`src/rtl/nuca_seq_pkg.sv`:
```
package nuca_seq_pkg;

  typedef enum logic [1:0] {
    SRC_PRIV   = 2'd0,
    SRC_SHARED = 2'd1,
    SRC_REMOTE = 2'd2,
    SRC_MEMORY = 2'd3
  } hitSrcE;

  typedef enum logic [2:0] {
    ST_IDLE,
    ST_PRIV_ISSUE,
    ST_PRIV_WAIT,
    ST_SH_ISSUE,
    ST_SH_WAIT,
    ST_BC_ISSUE,
    ST_BC_WAIT,
    ST_DONE
  } seqStateE;

  // strobes from control to datapath
  typedef struct packed {
    logic capture;     // latch a new request
    logic useShared;   // drive shared-view fields on the probe bus
    logic clearFlags;  // forget previous broadcast replies
    logic collect;     // accept remote/memory replies
  } dpStrobeT;

endpackage

```
`src/rtl/nuca_seq_datapath.sv`:
```
module nuca_seq_datapath
  import nuca_seq_pkg::*;
#(
  parameter int ADDR_W = 32,
  parameter int BYTE_B = 6,
  parameter int BANK_N = 5,
  parameter int CORE_P = 3,
  parameter int SET_I  = 8,
  localparam int PRIV_W    = BANK_N - CORE_P,
  localparam int CORES     = 1 << CORE_P,
  localparam int TAG_W     = ADDR_W - BYTE_B - PRIV_W - SET_I,
  localparam int SH_TAG_W  = TAG_W - CORE_P
) (
  input  logic                 clk,
  input  logic                 rstN,
  input  dpStrobeT             strobe,
  input  logic [ADDR_W-1:0]    reqAddr,
  input  logic [CORE_P-1:0]    reqCore,
  input  logic                 remRspValid,
  input  logic                 remRspHit,
  input  logic [CORE_P-1:0]    remRspCore,
  input  logic                 memRspValid,
  output logic [BANK_N-1:0]    probeBank,
  output logic [SET_I-1:0]     probeSet,
  output logic [TAG_W-1:0]     probeTag,
  output logic [CORES-1:0]     bcastMask,
  output logic [PRIV_W-1:0]    bcastSlot,
  output logic [BANK_N-1:0]    cmdBank,
  output logic [SET_I-1:0]     cmdSet,
  output logic [TAG_W-1:0]     cmdTag,
  output logic [BANK_N-1:0]    migSrcBank,
  output logic                 remKnown,
  output logic                 memKnown,
  output logic                 hitKnown
);

  logic [ADDR_W-1:BYTE_B] lineReg;
  logic [CORE_P-1:0]      coreReg;
  logic [CORE_P-1:0]      remCoreReg;
  logic                   remSeen, memSeen, remHitFlag;

  always_ff @(posedge clk) begin
    if (!rstN) begin
      lineReg <= '0;
      coreReg <= '0;
    end else if (strobe.capture) begin
      lineReg <= reqAddr[ADDR_W-1:BYTE_B];
      coreReg <= reqCore;
    end
  end

  // address views
  logic [PRIV_W-1:0]  privSel;
  logic [BANK_N-1:0]  privBank, shBank;
  logic [SET_I-1:0]   privSet, shSet;
  logic [TAG_W-1:0]   privTag, shTag;

  always_comb begin
    privSel  = lineReg[BYTE_B +: PRIV_W];
    privBank = {coreReg, privSel};
    shBank   = lineReg[BYTE_B +: BANK_N];
    privSet  = lineReg[BYTE_B + PRIV_W +: SET_I];
    shSet    = lineReg[BYTE_B + BANK_N +: SET_I];
    privTag  = lineReg[ADDR_W-1 -: TAG_W];
    shTag    = {{CORE_P{1'b0}}, lineReg[ADDR_W-1 -: SH_TAG_W]};
  end

  assign probeBank = strobe.useShared ? shBank : privBank;
  assign probeSet  = strobe.useShared ? shSet  : privSet;
  assign probeTag  = strobe.useShared ? shTag  : privTag;
  assign bcastSlot = privSel;

  for (genvar c = 0; c < CORES; c++) begin : g_mask
    assign bcastMask[c] = (coreReg != CORE_P'(c));
  end

  // broadcast reply collection
  always_ff @(posedge clk) begin
    if (!rstN || strobe.clearFlags) begin
      remSeen    <= 1'b0;
      memSeen    <= 1'b0;
      remHitFlag <= 1'b0;
      remCoreReg <= '0;
    end else if (strobe.collect) begin
      if (remRspValid) begin
        remSeen    <= 1'b1;
        remHitFlag <= remRspHit;
        if (remRspHit) remCoreReg <= remRspCore;
      end
      if (memRspValid) memSeen <= 1'b1;
    end
  end

  assign remKnown = remSeen | (strobe.collect & remRspValid);
  assign memKnown = memSeen | (strobe.collect & memRspValid);
  assign hitKnown = remHitFlag | (strobe.collect & remRspValid & remRspHit);

  // remote hit moves to shared home, memory fill stays private
  assign cmdBank    = remHitFlag ? shBank : privBank;
  assign cmdSet     = remHitFlag ? shSet  : privSet;
  assign cmdTag     = remHitFlag ? shTag  : privTag;
  assign migSrcBank = {remCoreReg, privSel};

  // collected replies are held until the next broadcast
  assert_hold_mem_R9: assert property (@(posedge clk) disable iff (!rstN)
    (memSeen && !strobe.clearFlags) |=> memSeen);
  assert_hold_rem_R9: assert property (@(posedge clk) disable iff (!rstN)
    (remSeen && !strobe.clearFlags) |=> (remSeen && $stable(remHitFlag)));

endmodule

```
`src/rtl/nuca_seq_control.sv`:
```
module nuca_seq_control
  import nuca_seq_pkg::*;
(
  input  logic      clk,
  input  logic      rstN,
  input  logic      reqValid,
  input  logic      rspValid,
  input  logic      rspHit,
  input  logic      remKnown,
  input  logic      memKnown,
  input  logic      hitKnown,
  output dpStrobeT  strobe,
  output logic      reqReady,
  output logic      probeValid,
  output logic      probeShared,
  output logic      bcastValid,
  output logic      memReqValid,
  output logic      migValid,
  output logic      fillValid,
  output logic      doneValid,
  output logic [1:0] doneSrc
);

  seqStateE state, stateNext;
  hitSrcE   srcReg, srcNext;

  always_comb begin
    stateNext = state;
    srcNext   = srcReg;
    unique case (state)
      ST_IDLE:       if (reqValid) stateNext = ST_PRIV_ISSUE;
      ST_PRIV_ISSUE: stateNext = ST_PRIV_WAIT;
      ST_PRIV_WAIT:
        if (rspValid) begin
          if (rspHit) begin stateNext = ST_DONE; srcNext = SRC_PRIV; end
          else stateNext = ST_SH_ISSUE;
        end
      ST_SH_ISSUE:   stateNext = ST_SH_WAIT;
      ST_SH_WAIT:
        if (rspValid) begin
          if (rspHit) begin stateNext = ST_DONE; srcNext = SRC_SHARED; end
          else stateNext = ST_BC_ISSUE;
        end
      ST_BC_ISSUE:   stateNext = ST_BC_WAIT;
      ST_BC_WAIT:
        if (remKnown && memKnown) begin
          stateNext = ST_DONE;
          srcNext   = hitKnown ? SRC_REMOTE : SRC_MEMORY;
        end
      ST_DONE:       stateNext = ST_IDLE;
      default:       stateNext = ST_IDLE;
    endcase
  end

  always_ff @(posedge clk) begin
    if (!rstN) begin
      state  <= ST_IDLE;
      srcReg <= SRC_PRIV;
    end else begin
      state  <= stateNext;
      srcReg <= srcNext;
    end
  end

  always_comb begin
    strobe.capture    = (state == ST_IDLE) && reqValid;
    strobe.useShared  = (state == ST_SH_ISSUE) || (state == ST_SH_WAIT)
                        || ((state == ST_DONE) && (srcReg == SRC_SHARED));
    strobe.clearFlags = (state == ST_BC_ISSUE);
    strobe.collect    = (state == ST_BC_WAIT);
  end

  assign reqReady    = (state == ST_IDLE);
  assign probeValid  = (state == ST_PRIV_ISSUE) || (state == ST_SH_ISSUE);
  assign probeShared = (state == ST_SH_ISSUE);
  assign bcastValid  = (state == ST_BC_ISSUE);
  assign memReqValid = (state == ST_BC_ISSUE);
  assign doneValid   = (state == ST_DONE);
  assign migValid    = doneValid && (srcReg == SRC_REMOTE);
  assign fillValid   = doneValid && (srcReg == SRC_MEMORY);
  assign doneSrc     = srcReg;

  assert_private_first_R3: assert property (@(posedge clk) disable iff (!rstN)
    (reqValid && reqReady) |=> (probeValid && !probeShared));
  assert_shared_next_R5: assert property (@(posedge clk) disable iff (!rstN)
    ((state == ST_PRIV_WAIT) && rspValid && !rspHit) |=> (probeValid && probeShared));
  assert_bcast_with_mem_R6: assert property (@(posedge clk) disable iff (!rstN)
    ((state == ST_SH_WAIT) && rspValid && !rspHit) |=> (bcastValid && memReqValid));
  assert_wait_both_R9: assert property (@(posedge clk) disable iff (!rstN)
    ((state == ST_BC_WAIT) && !(remKnown && memKnown)) |=> !doneValid);
  assert_ready_quiet_R10: assert property (@(posedge clk) disable iff (!rstN)
    reqReady |-> !(probeValid || bcastValid || doneValid));
  assert_done_pulse_R11: assert property (@(posedge clk) disable iff (!rstN)
    doneValid |=> (!doneValid && reqReady));
  assert_one_cmd_R11: assert property (@(posedge clk) disable iff (!rstN)
    $onehot0({probeValid, bcastValid, migValid, fillValid}));

endmodule

```
`src/rtl/nuca_req_seq.sv`:
```
module nuca_req_seq
  import nuca_seq_pkg::*;
#(
  parameter int ADDR_W = 32,
  parameter int BYTE_B = 6,
  parameter int BANK_N = 5,
  parameter int CORE_P = 3,
  parameter int SET_I  = 8,
  localparam int PRIV_W = BANK_N - CORE_P,
  localparam int CORES  = 1 << CORE_P,
  localparam int TAG_W  = ADDR_W - BYTE_B - PRIV_W - SET_I
) (
  input  logic               clk,
  input  logic               rstN,
  input  logic               reqValid,
  input  logic [ADDR_W-1:0]  reqAddr,
  input  logic [CORE_P-1:0]  reqCore,
  output logic               reqReady,
  output logic               probeValid,
  output logic               probeShared,
  output logic [BANK_N-1:0]  probeBank,
  output logic [SET_I-1:0]   probeSet,
  output logic [TAG_W-1:0]   probeTag,
  input  logic               rspValid,
  input  logic               rspHit,
  output logic               bcastValid,
  output logic [CORES-1:0]   bcastMask,
  output logic [PRIV_W-1:0]  bcastSlot,
  output logic               memReqValid,
  input  logic               remRspValid,
  input  logic               remRspHit,
  input  logic [CORE_P-1:0]  remRspCore,
  input  logic               memRspValid,
  output logic               migValid,
  output logic               fillValid,
  output logic [BANK_N-1:0]  cmdBank,
  output logic [SET_I-1:0]   cmdSet,
  output logic [TAG_W-1:0]   cmdTag,
  output logic [BANK_N-1:0]  migSrcBank,
  output logic               doneValid,
  output logic [1:0]         doneSrc
);

  dpStrobeT strobe;
  logic remKnown, memKnown, hitKnown;

  nuca_seq_control u_ctrl (
    .clk(clk), .rstN(rstN), .reqValid(reqValid),
    .rspValid(rspValid), .rspHit(rspHit),
    .remKnown(remKnown), .memKnown(memKnown), .hitKnown(hitKnown),
    .strobe(strobe), .reqReady(reqReady),
    .probeValid(probeValid), .probeShared(probeShared),
    .bcastValid(bcastValid), .memReqValid(memReqValid),
    .migValid(migValid), .fillValid(fillValid),
    .doneValid(doneValid), .doneSrc(doneSrc)
  );

  nuca_seq_datapath #(
    .ADDR_W(ADDR_W), .BYTE_B(BYTE_B), .BANK_N(BANK_N),
    .CORE_P(CORE_P), .SET_I(SET_I)
  ) u_dp (
    .clk(clk), .rstN(rstN), .strobe(strobe),
    .reqAddr(reqAddr), .reqCore(reqCore),
    .remRspValid(remRspValid), .remRspHit(remRspHit),
    .remRspCore(remRspCore), .memRspValid(memRspValid),
    .probeBank(probeBank), .probeSet(probeSet), .probeTag(probeTag),
    .bcastMask(bcastMask), .bcastSlot(bcastSlot),
    .cmdBank(cmdBank), .cmdSet(cmdSet), .cmdTag(cmdTag),
    .migSrcBank(migSrcBank),
    .remKnown(remKnown), .memKnown(memKnown), .hitKnown(hitKnown)
  );

  assert_mask_R6: assert property (@(posedge clk) disable iff (!rstN)
    bcastValid |-> ($countones(bcastMask) == CORES - 1));
  assert_migrate_R7: assert property (@(posedge clk) disable iff (!rstN)
    migValid |-> (doneValid && doneSrc == 2'd2));
  assert_fill_R8: assert property (@(posedge clk) disable iff (!rstN)
    fillValid |-> (doneValid && doneSrc == 2'd3));

endmodule

```
`config.mk`:
```
export PLATFORM = sky130hd
export DESIGN_NAME = nuca_req_seq
export DESIGN_NICKNAME = d
export VERILOG_FILES = /design/src/rtl/nuca_seq_pkg.sv /design/src/rtl/nuca_seq_datapath.sv /design/src/rtl/nuca_seq_control.sv /design/src/rtl/nuca_req_seq.sv
export SDC_FILE = /design/constraint.sdc
export NUM_CORES = 1
export LEC_CHECK = 0
export ABC_AREA = 0
export BUFFER_PORTS_ARGS = -buffer_cell sky130_fd_sc_hd__buf_2
export CAP_MARGIN = 15
export CORE_ASPECT_RATIO = 0.6
export CORE_MARGIN = 2
export CORE_UTILIZATION = 35
export CTS_CLUSTER_SIZE = 10
export DETAILED_ROUTE_END_ITERATION = 7
export PLACE_DENSITY = 0.67
export SETUP_SLACK_MARGIN = 0.1
export SLEW_MARGIN = 20
export SYNTH_ARGS = -nofsm -noshare
export SYNTH_HDL_FRONTEND = slang
export SYNTH_SLANG_ARGS = --single-unit
```
`constraint.sdc`:
```
create_clock -name clk -period 1.8 [get_ports clk]
set_clock_uncertainty 0.05 [all_clocks]
set_input_delay 0.18 -clock clk [delete_from_list [all_inputs] [get_ports clk]]
set_output_delay 0.18 -clock clk [all_outputs]
set_load 0.01 [all_outputs]
```
==> results <==
- The run finished, with violations left.
- The final reports fail on setup timing.
- The class of the tightest hold or removal check is in -> reg.
- Across every metal layer, demand over resource in global routing totals 16.7%.
- The final weighted congestion in routability-driven placement is 0.822.
- The clock transition at the register clock pins on the worst setup and hold paths after CTS is 0.06 ns.
- The number of global-route vias before repair is 2036.
- The largest driver fanout on the critical path is 7.
- Once detailed placement completed, the half-perimeter wirelength came to 4470 um.
- The later pin in the worst-skew pair is clocked with a latency of 0.27 ns.
- Summing all flip-flop and latch instances after layout gives 808 sq um.
- The ratio of cells with drive above 1 in the final layout is 52.2%.
- At the end of the flow the core is filled with cells to 53.0%.
- The arrival time of data at the critical path endpoint is 1.69 ns.
- In the post-route analysis, the smallest setup slack over all paths is -0.122 ns.
- TritonCTS created 5 clock buffers.
- The first-pass GRT wire length is 10000 um.
- The most used flip-flop cell after synthesis is dfxtp_1.
- The cell with the largest stage delay on the worst path is dfxtp_2.
- In this design, the stage delay of the slowest critical-path cell is 0.35 ns.
- The clock tree from TritonCTS is done.
- The number of levels in the clock H-tree is 2.
- The number of nets at the end of the flow is 437.
- The fmax is 520 MHz.
- Summed over all layers, the routed wires come to 6840 um.
- The number of pins with negative max-slew slack in the final report came to 0.
- The required time at the endpoint of the critical path is 1.57 ns.
- The number of search-and-repair iterations in the first detailed-routing pass is 4.
- The x dimension of the die is 111 um.
- The final-report setup violation count is 24.
- The synthesized net count is 323.
- The netlist uses 36 different library cells.
- The post-synthesis cell count is 277.
- The boundary pin count is 129.
- The cell area after synthesis is 0.00239 sq mm.
- In this run the static leakage power is 0.00176 uW.
- The overall via count from detail_route is 2302.
- The sequential fraction of the synthesis area is 33.5%.
- For the finished layout, the period the worst path requires is 1.92 ns.
- The relative slew slack is 75.8%.
- The number of synthesized flops with an enable pin is 0.
- The detail route stage leaves a number of antenna-violating nets equal to 0.
- Entering global routing, the biggest net connects 30 pins.
- The die area is 0.00754 sq mm.
- The floorplan row count is 23.
- Ranked by instance count, the synthesized netlist is headed by nand2_1, mux2_2, dfxtp_1, a21boi_0, nor2_1.
- The power per cell area is 786 mW/mm^2.
- The hold violation total from the final report came to 0.
- The startpoint identified for the worst register-to-register timing path is u_ctrl.state[2].
- The number of warnings issued by yosys is 0.
- After synthesis, the cell types taking the most area are dfxtp_1, mux2_2, nand2_1, a21boi_0, buf_4.
- Walking the worst path, the cells encountered are nor3b_4, a31oi_4, buf_6, clkbuf_16, mux2_4, buf_6.
- Averaged over all synthesized cells, the footprint is 8.64 sq um.
- The vertical die dimension is 68.1 um.
- In this run the biggest area consumer among cell types represents 33.5% of the synthesized area.
- After global routing the overflow that remains totals 0.
- For the final routed database, the setup TNS stands at -2.34 ns.
- STA classifies the critical path endpoint as a primary output.
- The maximum number of buffers from clock root to sink is 2.
- For the pin with the worst max-slew slack, the measured transition is 0.363 ns.
- The worst path uses 107% of the clock period.
- Yosys instantiated no cell more often than nand2_1.
- The proportion of register bits with asynchronous set or reset after synthesis is 0%.
- The largest total area in the synthesized netlist belongs to dfxtp_1.
- The number of remaining DRC errors is 0.
- The clock tree root buffer cell is clkbuf_16.
- Tracing the worst setup path back leads to its startpoint at u_ctrl.state[2].
- Counting stages on the worst path, the most repeated cell is buf_6.
- The number of antenna diodes is 0.
- The average wire per cell in the routed design is 14.4 um.
- Counting every sink on the clock net gives 40.
- During placement, the flow inserted port buffers numbering 122.
- The initial antenna violation count is 0.
- The area inside the core boundary is 0.00665 sq mm.
- The initial detailed-routing violation count is 69.
- The count of filler cells inserted in the layout is 609.
- In this run the most critical hold path is launched from remRspCore[1].
- STA classifies the critical path startpoint as a flop.
- In the final layout, the multi-input gates occupy 0.00153 sq mm.
- IR analysis of the VDD net gives a maximum drop of 0.000365 V.
- The area overhead of the layout relative to synthesis is 47.3%.
- The average vias per placed instance is 4.84.
- Max-cap violations in this run came to 0.
- The synthesized design contains 40 register bits.
- Setup repair after global routing could not meet its margin everywhere.
- The critical path is of the reg -> out type.
- The initial standard-cell utilization of the core is 36.0%.
- For this design, the CTS-stage hold fixing added 0 buffers.
- At the placement stage, the worst setup path has a slack of 0.154 ns.
[worst max-delay path: cells and delay by family (launching register included)]
kind	cells	cell delay, ns
multiplexers	1	0.31
AND/OR/NAND/NOR	1	0.16
AO/OA/AOI/OAI	1	0.16
flip-flops	1	0.35
buffers and inverters	3	0.44
[state kept, by name, indices dropped and copies added, names as in the netlist]
signal,count
u_dp.coreReg,3
u_dp.remHitFlag,1
u_dp.memSeen,1
u_ctrl.state,3
u_dp.lineReg,26
u_ctrl.doneSrc,2
u_dp.remSeen,1
u_dp.remCoreReg,3
[what timing repair did]
| action | CTS | global route |
|---|---|---|
| resized for setup | 30 | 32 |
| setup buffers | 3 | 0 |
| pin swaps | 0 | 1 |
| cloned | 1 | 1 |
| endpoints found under the setup margin | 27 | 46 |
[kinds of logic (layout without fill, tap and decap cells)]
logic type      after synthesis  after routing  synth area share [%]
mux                          51             51                  23.8
flops                        40             40                  33.5
simple gates                109            109                  21.0
compound gates               44             44                  13.8
buf+inv                      32            144                  7.58
xor+xnor                      1              1                 0.366
[report_power, final]
group	switching, uW	internal, uW
sequential	103	957
combinational	415	498
clock	310	489
[through the flow]
step | power [uW] | hold slack (ns) | instance area [sq um] | instances
floorplan | 1520 | 0.265 | 2390 | 277
global placement | 1790 | 0.361 | 3050 | 466
detailed placement | 1800 | 0.369 | 3050 | 466
CTS | 2700 | 0.0866 | 3340 | 475
global route | 2940 | 0.0952 | 3530 | 476
finish | 2770 | 0.0907 | 3530 | 476
[cell usage in the layout, fill, tap and decap left out, types with 2 or more instances in the layout]
cell type and n:
a21oi_1 7, mux2_4 24, buf_4 9, nor2_1 13, and2_1 3, nand2b_1 3, dfxtp_1 34, buf_2 98
mux2_2 24, a21boi_0 26, nand3b_1 4, and3b_1 2, nand2_1 69, clkbuf_16 6, nor2b_1 4, nand3_1 2
mux2i_1 3, a21o_1 2, nand4b_1 2, buf_12 2, buf_6 27, dfxtp_2 6, a21boi_1 3
[worst paths after layout]
kind | end | slack (ns) | cells after the start
worst min register to register | u_dp.memSeen | 0.43 | 2
worst max register to register | u_dp.lineReg[23] | 0.27 | 6
worst min-delay path | u_dp.remCoreReg[1] | 0.09 | 3
worst max-delay path | probeTag[9] | -0.12 | 6
[routing by layer]
metal | routed length, um | up-vias | share of wire, % | GRT usage, %
met3 | 367 | 2 | 5.4 | 4.34
met1 | 3240 | 1069 | 47 | 22.1
met2 | 3220 | 72 | 47 | 28.4
li1 | - | 1159 | - | -
met5 | 0 | - | 0 | 0
met4 | 19 | 0 | 0.28 | 3.28
[final cells by class]
class                   instances  share of cell area, %
clock buffers                   5                   3.55
inverters                       1                  0.106
multi-input cells             205                   43.3
flip-flops and latches         40                   22.9
well taps                      87                   3.09
repair buffers                138                   27.1
Power figures use the tool's default switching activity.
